**src/rtl/rdy_vector_encoder.sv**
```systemverilog
module rdy_vector_encoder #(
  parameter int NPAIR = 13
) (
  input  logic             clk,
  input  logic             rst_n,
  input  logic             wr_en,
  input  logic [1:0]       reg_sel,
  input  logic [15:0]      wr_data,
  output logic [15:0]      rd_data,
  input  logic [NPAIR-1:0] set_pulse,
  output logic             irq
);
  localparam int IW = $clog2(NPAIR);

  logic [NPAIR-1:0] flags_q, ien_q;
  logic [14:0]      base_q;
  logic [IW-1:0]    win_idx;
  logic [15:0]      jump_addr;

  always_ff @(posedge clk or negedge rst_n) begin
    if (!rst_n) begin
      flags_q <= '0;
      ien_q   <= '0;
      base_q  <= '0;
    end else begin
      if (wr_en && reg_sel == 2'd0) flags_q <= (flags_q & wr_data[NPAIR-1:0]) | set_pulse;
      else                          flags_q <= flags_q | set_pulse;
      if (wr_en && reg_sel == 2'd1) base_q <= wr_data[15:1];
      if (wr_en && reg_sel == 2'd2) ien_q  <= wr_data[NPAIR-1:0];
    end
  end

  always_comb begin
    win_idx = '0;
    for (int i = NPAIR - 1; i >= 0; i--)
      if (flags_q[i]) win_idx = IW'(i);
  end

  assign jump_addr = {base_q, 1'b0} + {{(14-IW){1'b0}}, win_idx, 2'b00};
  assign irq = |(flags_q & ien_q);

  always_comb begin
    case (reg_sel)
      2'd0:    rd_data = {{(16-NPAIR){1'b0}}, flags_q};
      2'd1:    rd_data = jump_addr;
      2'd2:    rd_data = {{(16-NPAIR){1'b0}}, ien_q};
      default: rd_data = '0;
    endcase
  end
endmodule

```
**config.mk**
```make
export PLATFORM = sky130hd
export DESIGN_NAME = rdy_vector_encoder
export DESIGN_NICKNAME = d
export VERILOG_FILES = /design/src/rtl/rdy_vector_encoder.sv
export SDC_FILE = /design/constraint.sdc
export NUM_CORES = 1
export LEC_CHECK = 0
export BUFFER_PORTS_ARGS = -buffer_cell sky130_fd_sc_hd__buf_2
export CAP_MARGIN = 20
export CORE_UTILIZATION = 43
export CTS_CLUSTER_SIZE = 12
export DETAILED_ROUTE_END_ITERATION = 12
export HOLD_SLACK_MARGIN = 0.02
export PLACE_DENSITY = 0.65
export REMOVE_ABC_BUFFERS = 1
export SYNTH_ARGS = -nofsm -noshare
export SYNTH_HDL_FRONTEND = slang
export SYNTH_SLANG_ARGS = --single-unit
export TNS_END_PERCENT = 20
```
**constraint.sdc**
```tcl
create_clock -name clk -period 3.6 [get_ports clk]
set_clock_uncertainty 0.05 [all_clocks]
set_input_delay 0.72 -clock clk [delete_from_list [all_inputs] [get_ports clk]]
set_output_delay 0.72 -clock clk [all_outputs]
set_load 0.05 [all_outputs]
```
==> After elaboration in Yosys (flattened, before gate mapping) <==
Cells that the tools add are included.
{ "op_classes": {"add_sub_neg": 1, "eq_ne": 2, "muxes": 15, "bitwise_logic": 4, "reduce_logical": 5} }
{ "ops": {"columns": ["operator", "count"], "rows": [
  ["4-bit 2-to-1 mux", 13],
  ["16-bit case mux with 3 select lines", 1],
  ["13-bit AND", 2],
  ["13-bit bitwise OR", 2],
  ["16-bit by 6-bit adder with 16-bit output", 1],
  ["13-bit 2-to-1 mux", 1],
  ["13-bit OR reduction", 1],
  ["1-bit logical AND", 3],
  ["2-bit by 1-bit == test with 1-bit output, second input constant", 1],
  ["2-bit == test, second input constant", 1],
  ["2-bit logical NOT", 1]
]} }
{ "totals": {"reg_bits": 41, "inputBits": 34, "output_inout_bits": 17, "elab_cells": 30} }

==> Depth between registers and ports, before layout <==
Gate-level depths: netlist of the first run.
{ "logic_depth": {"ltp_word": 15, "depth_mapped": 10, "mapped_depth_nobuf": 10} }

==> Least setup slack after synthesis of the first run <==
Ideal clock, no wire load.
{ "synth_path": {"kind": "register -> output", "from": "register flags_q[10]", "to": "output rd_data[14]", "arrival_time_ps": 2922, "t_required_ps": 2830, "path_slack_ps": -92, "stages_incl_launch_ff": 11, "n_path_buf": 0, "cell_sequence": "dfrtp_1 > nand2b_1 > a21oi_1 > o31ai_1 > a221oi_1 > ha_1 > fa_1 > a21o_1 > a21oi_1 > o21ai_0 > a21oi_1"} }
{ "synth_via": {"elab_chain_len": 13} }
{ "synth_lines": {"columns": ["item", "line", "text"], "rows": [
  ["start: declaration", "15", "logic [NPAIR-1:0] flags_q, ien_q;"],
  ["start signal: assignment", "26", "if (wr_en && reg_sel == 2'd0) flags_q <= (flags_q & wr_data[NPAIR-1:0]) | set_pulse;"],
  ["start signal: assignment", "27", "else flags_q <= flags_q | set_pulse;"],
  ["4-bit 2-to-1 mux (11 in a row)", "36", "if (flags_q[i]) win_idx = IW'(i);"],
  ["16-bit by 6-bit adder with 16-bit output", "39", "assign jump_addr = {base_q, 1'b0} + {{(14-IW){1'b0}}, win_idx, 2'b00};"],
  ["16-bit case mux with 3 select lines", "43", "case (reg_sel)"],
  ["end: declaration", "9", "output logic [15:0] rd_data,"]
]} }
Every way passes these cells.

==> Final worst setup path of the first run <==
{ "layout_path": {"from": "register flags_q[2]", "to": "output rd_data[9]"} }
{ "layout_via": {"elab_chain_len": 5} }
{ "layout_lines": {"columns": ["item", "line"], "rows": [
  ["4-bit 2-to-1 mux (3 in a row)", "36"],
  ["16-bit by 6-bit adder with 16-bit output", "39"],
  ["16-bit case mux with 3 select lines", "43"]
]} }
Every way passes these cells.

==> results.json, run 1 <==
{
  "outcome": "finished with violations",
  "violations": "setup timing",
  "crit_type": "flip-flop to output port",
  "synth-seq-cells": 41,
  "yosys_warnings": 0,
  "clock-root-buffer": "clkbuf_8",
  "synthArstFlopShare": 1.00,
  "layout_setup_ws_ps": -106,
  "r2r_cells": 4,
  "timing.slew.headroom": 0.409,
  "detail_route.wirelength_um": 5950,
  "antenna_cells_inserted": 0,
  "synth_common_cells": "dfrtp_1 (41), mux2_2 (28), o21ai_0 (19), nand2b_1 (15), mux2i_1 (13)",
  "area_growth_pct": 24.2,
  "grt_pass1_wl_um": 9850,
  "firstDrtPassIters": 4,
  "path_cells": "or4_1 > a311oi_2 > ha_1 > o21a_1 > nand2_1 > or4_1 > o2111ai_1 > buf_4",
  "worstHoldPathCells": 1,
  "tightest_slew_ps": 887,
  "p_clk_frac": 0.239,
  "worst_ep_arrival_time_ps": 2940,
  "maxSlewViolCount": 0,
  "dieArea_um2": 5790,
  "die_y_um": 76.1,
  "nets": 323,
  "cp_data_required_time_ps": 2830,
  "num_rows": 26,
  "clk_latency_ps": 300,
  "post-route-min-period_ps": 3710,
  "synthTopCellsByArea": "dfrtp_1 (44%), mux2_2 (13%), mux2i_1 (5.5%)",
  "synth_edf_count": 0,
  "hold_buffers": 0,
  "p_per_area_nw_per_um2": 421,
  "die_x_um": 76.1,
  "p_sw_frac": 0.345,
  "cpMostUsedCell": "or4_1",
  "drive_gt1_frac": 0.400,
  "max_freq_mhz": 270,
  "slowest_stage": "or4_1",
  "timing_hold_violations_final": 0,
  "syn_area_per_cell_um2": 10.7,
  "hold_end": "base_q[0]",
  "synth_top_cell_by_area": "dfrtp_1",
  "crit_family": "simple AND/OR/NAND/NOR gates",
  "hold_path.class": "flip-flop to flip-flop",
  "cts_num_sinks": 41,
  "reg2reg_to": "flags_q[10]",
  "grt_pass1_vias": 1954,
  "setup_violations": 5,
  "synth_area_um2": 2360,
  "track_usage": 0.220,
  "initial_core_util": 0.453,
  "synth.distinct_cells": 46,
  "power.net_switching_w": 0.000426,
  "instances_no_fill": 355,
  "wl_per_cell_um": 16.8,
  "cts_tree": "done",
  "critPathMaxFanout": 6,
  "cpPeakStageDelay_ps": 550,
  "htreeDepth": 2,
  "ir_drop_mv": 0.241,
  "place_inst": 341,
  "comb_power_share": 0.276,
  "drt_iter0_markers": 134,
  "num_vias": 2006,
  "ios": 51,
  "ant_nets": 0,
  "finalCritPeriodShare": 1.03,
  "max_cap_viol_count": 0,
  "vias_per_cell": 5.65,
  "fin_setup_tns_ps": -373,
  "drcViolationCount": 0,
  "cts_buffer_depth": 2,
  "internal-power_w": 0.000808,
  "postSynthCellCount": 221,
  "io_buffers": 50,
  "antenna_found_initial": 0,
  "clkTransAtPathRegs_ps": 80,
  "core_area_um2": 5200,
  "grt_start_max_net_pins": 42,
  "min_from": "base_q[0]",
  "hpwl_um": 4260,
  "p_leak_nw": 1.26,
  "seqPwrFrac": 0.485,
  "start_kind": "flip-flop",
  "numCtsBuffers": 5,
  "end_kind": "output port",
  "grt-ovfl-total": 0,
  "r2r_start": "flags_q[10]",
  "synth.most_common_cell": "dfrtp_1",
  "ys_seq_area_frac": 0.435,
  "ys.flop_type": "dfrtp_1",
  "place_congestion": 0.906,
  "reg2reg_slack_ps": 2640,
  "worst-path-buf-inv": 1,
  "rsz0062_at_grt": "yes",
  "synth_top_area_share": 0.435
}
[area by class of cell]
class	instances	area [um2]
multi-input cells	164	1310
flip-flops and latches	41	1030
inverters	7	26.3
repair buffers	65	389
fillers	500	2280
clock buffers	6	72.6
well taps	70	87.6
clock inverters	2	15.0
[per-stage QoR]
stage | worst slack [ps] | cell area, um2 | hold WS, ps | util | total power [W]
2_1_floorplan | -92.0 | 2310 | 374 | - | 0.000816
3_3_place_gp | 178 | 2720 | 439 | 0.523 | 0.000922
3_5_place_dp | 145 | 2720 | 450 | 0.523 | 0.000927
4_1_cts | -78.9 | 2880 | 470 | 0.553 | 0.00124
5_1_grt | -253 | 2930 | 491 | 0.563 | 0.00131
6_report | -106 | 2930 | 469 | 0.563 | 0.00123
[cell usage in the layout, fill, tap and decap left out, drive strengths merged, types with 2 or more instances in the layout]
master	Yosys	layout
nor2	7	7
a31oi	3	3
o21ai	19	19
inv	7	7
a21oi	7	7
a22oi	2	2
a221oi	3	3
nand3	7	7
mux2	28	28
o22ai	2	2
mux2i	13	13
nand2b	15	15
a21o	2	2
a211o	2	2
buf	6	63
ha	4	4
clkinvlp	0	2
or4	7	7
clkbuf	3	8
o211ai	6	6
nand2	10	10
nand4	3	3
dfrtp	41	41
or3	2	2
o31ai	3	3
[per-layer routing]
layer,GRT usage,up-vias,routed length [um]
met2,0.337,53,2820
li1,-,959,-
met1,0.305,986,2760
met4,0.0942,0,90
met3,0.0419,8,285
met5,0,-,0
[power groups by stage]
stage,registers [W],logic (W),clock network [W]
floorplan,0.000581,0.000235,0
global placement,0.000602,0.000321,0
detailed placement,0.000604,0.000323,0
CTS,0.000595,0.000337,0.000305
global route,0.000609,0.000368,0.000329
finish,0.000599,0.000340,0.000295
[cell families after synthesis]
kind of cell,synth area share
fa+ha+maj,0.0297
mux,0.189
compound gates,0.160
buf+inv,0.0297
simple gates,0.150
xor+xnor,0.00743
flops,0.435
[sequential cells by signal (all words and copies together), names as in the netlist]
signal,count
flags_q,13
base_q,15
ien_q,13
[worst max path at each step]
| stage | from | to | slack, ps | depth (start not counted) |
|---|---|---|---|---|
| 2_1_floorplan | flags_q[10] | rd_data[14] | -90 | 10 |
| 3_3_place_gp | flags_q[10] | rd_data[10] | 180 | 12 |
| 3_5_place_dp | flags_q[10] | rd_data[8] | 150 | 12 |
| 4_1_cts | flags_q[10] | rd_data[10] | -80 | 12 |
| 5_1_grt | flags_q[11] | rd_data[7] | -250 | 10 |
| 6_report | flags_q[2] | rd_data[9] | -110 | 8 |
[timing repair]
action,4_1_cts,5_1_grt
pin swaps,15,4
endpoints found under the hold margin,0,0
setup buffers,3,2
gates resized for setup,16,8
cloned,1,0
setup endpoints to repair,10,11
Note: power is estimated with default switching activity, not from simulation.
==> run 2, diff against run 1 <==
- clock period: 3.6 -> 4.8 ns (I/O delays scaled with it)
==> results.json, run 2 (synthesized netlist as in run 1, its figures left out) <==
{
  "outcome": "complete, no violations",
  "p_leak_nw": 1.18,
  "reg_top3": "base_q x15, flags_q x13, ien_q x13",
  "ios": 51,
  "tightest_slew_ps": 893,
  "hold_buffers": 0,
  "ir_drop_mv": 0.172,
  "start_kind": "flip-flop",
  "hpwl_um": 4000,
  "cts_resized": 0,
  "largest_reg_flops": 15,
  "ant_nets": 0,
  "cpPeakStageDelay_ps": 560,
  "internal-power_w": 0.000593,
  "grt_pass1_wl_um": 9360,
  "crit_type": "flip-flop to output port",
  "num_rows": 26,
  "antenna_found_initial": 0,
  "core_area_um2": 5200,
  "postPlaceCellArea_um2": 2650,
  "holdWs_ps": 464,
  "crit_family": "compound AO/OA/AOI/OAI gates",
  "clkTransAtPathRegs_ps": 80,
  "grt_pass1_vias": 1820,
  "cts_tree": "done",
  "drive_gt1_frac": 0.330,
  "cp_data_required_time_ps": 3790,
  "critPathMaxFanout": 9,
  "grt_start_max_net_pins": 42,
  "maxSlewViolCount": 0,
  "cts_setup_buffers": 0,
  "seqPwrFrac": 0.495,
  "worstHoldPathCells": 1,
  "timing.slew.headroom": 0.405,
  "p_clk_frac": 0.245,
  "final_common_cell": "buf_2",
  "dieArea_um2": 5790,
  "post-route-min-period_ps": 4270,
  "htreeDepth": 2,
  "post-route-util": 0.526,
  "cts_num_sinks": 41,
  "rsz0062_at_grt": "no",
  "vias_per_cell": 5.71,
  "top_register": "base_q",
  "hold_end": "base_q[0]",
  "reg2reg_slack_ps": 3860,
  "antenna_cells_inserted": 0,
  "post-route-cell-area_um2": 2740,
  "die_x_um": 76.1,
  "fin_setup_tns_ps": 0,
  "fillers": 516,
  "clk_latency_ps": 300,
  "worst_ep_arrival_time_ps": 3260,
  "timing_hold_violations_final": 0,
  "track_usage": 0.208,
  "detail_route.wirelength_um": 5620,
  "comb_power_share": 0.261,
  "wl_per_cell_um": 16.5,
  "path_cells": "nand2b_1 > a21oi_1 > o31ai_1 > a221oi_1 > ha_1 > fa_1 > a21o_1 > a21oi_1 > o21ai_0 > a21oi_1 > buf_2",
  "r2r_cells": 1,
  "io_buffers": 50,
  "initial_core_util": 0.453,
  "place_congestion": 0.867,
  "numCtsBuffers": 5,
  "p_per_area_nw_per_um2": 331,
  "r2r_start": "base_q[6]",
  "max_freq_mhz": 234,
  "finalCritPeriodShare": 0.890,
  "num_vias": 1942,
  "slowest_stage": "a21oi_1",
  "grt-ovfl-total": 0,
  "final_cell_mix": "buf_2 (50), dfrtp_1 (41), mux2_2 (28)",
  "end_kind": "output port",
  "min_from": "base_q[0]",
  "cts_buffer_depth": 2,
  "die_y_um": 76.1,
  "max_cap_viol_count": 0,
  "worst-path-buf-inv": 1,
  "setup_violations": 0,
  "power.net_switching_w": 0.000314,
  "firstDrtPassIters": 5,
  "area_growth_pct": 16.2,
  "reg2reg_to": "base_q[6]",
  "nets": 308,
  "clock-root-buffer": "clkbuf_8",
  "drt_iter0_markers": 100,
  "hold_path.class": "flip-flop to flip-flop",
  "cpMostUsedCell": "a21oi_1",
  "p_sw_frac": 0.347,
  "drcViolationCount": 0
}
run 2: cell types whose count changed in the layout (fill, tap and decap cells not counted), moves of 2 or more:
cell / change
clkbuf_4: -2
dfrtp_1: +2
dfrtp_2: -2
buf_4: -21
buf_2: +9
run 2: power by group through the flow:
stage / clock network, W / logic (W) / registers [W]
after global routing: 0.000246 / 0.000258 / 0.000457
after floorplan: 0 / 0.000176 / 0.000436
after CTS: 0.000230 / 0.000238 / 0.000448
after detailed placement: 0 / 0.000237 / 0.000454
after global placement: 0 / 0.000235 / 0.000453
final: 0.000222 / 0.000236 / 0.000449
run 2: worst max path at each step:
| stage | startpoint | endpoint | cells after the start | slack [ps] |
|---|---|---|---|---|
| 2_1_floorplan | flags_q[10] | rd_data[14] | 10 | 870 |
| 3_3_place_gp | flags_q[10] | rd_data[14] | 11 | 880 |
| 3_5_place_dp | flags_q[10] | rd_data[14] | 11 | 850 |
| 4_1_cts | flags_q[10] | rd_data[14] | 11 | 500 |
| 5_1_grt | flags_q[10] | rd_data[14] | 11 | 260 |
| 6_report | flags_q[10] | rd_data[14] | 11 | 530 |
run 2: layout make-up:
cell class | instances | area (um2) | share of cell area
clock buffers | 6 | 72.6 | 0.0265
clock inverters | 2 | 15.0 | 0.00548
inverters | 7 | 26.3 | 0.00959
flip-flops and latches | 41 | 1030 | 0.374
repair buffers | 50 | 250 | 0.0913
well taps | 70 | 87.6 | 0.0320
multi-input cells | 164 | 1260 | 0.461
run 2: metrics by stage:
step                      cells  total power [W]  setup WS, ps
after floorplan             212         0.000612           868
after global placement      332         0.000688           883
after detailed placement    332         0.000692           848
after CTS                   340         0.000915           501
after global routing        340         0.000961           257
final                       340         0.000907           528
run 2: routing by layer:
layer | GRT usage | wire length (um) | vias to the layer above
met5 | 0 | 0 | -
met4 | 0.0750 | 76 | 0
li1 | - | - | 935
met3 | 0.0443 | 296 | 7
met2 | 0.315 | 2560 | 57
met1 | 0.294 | 2690 | 943
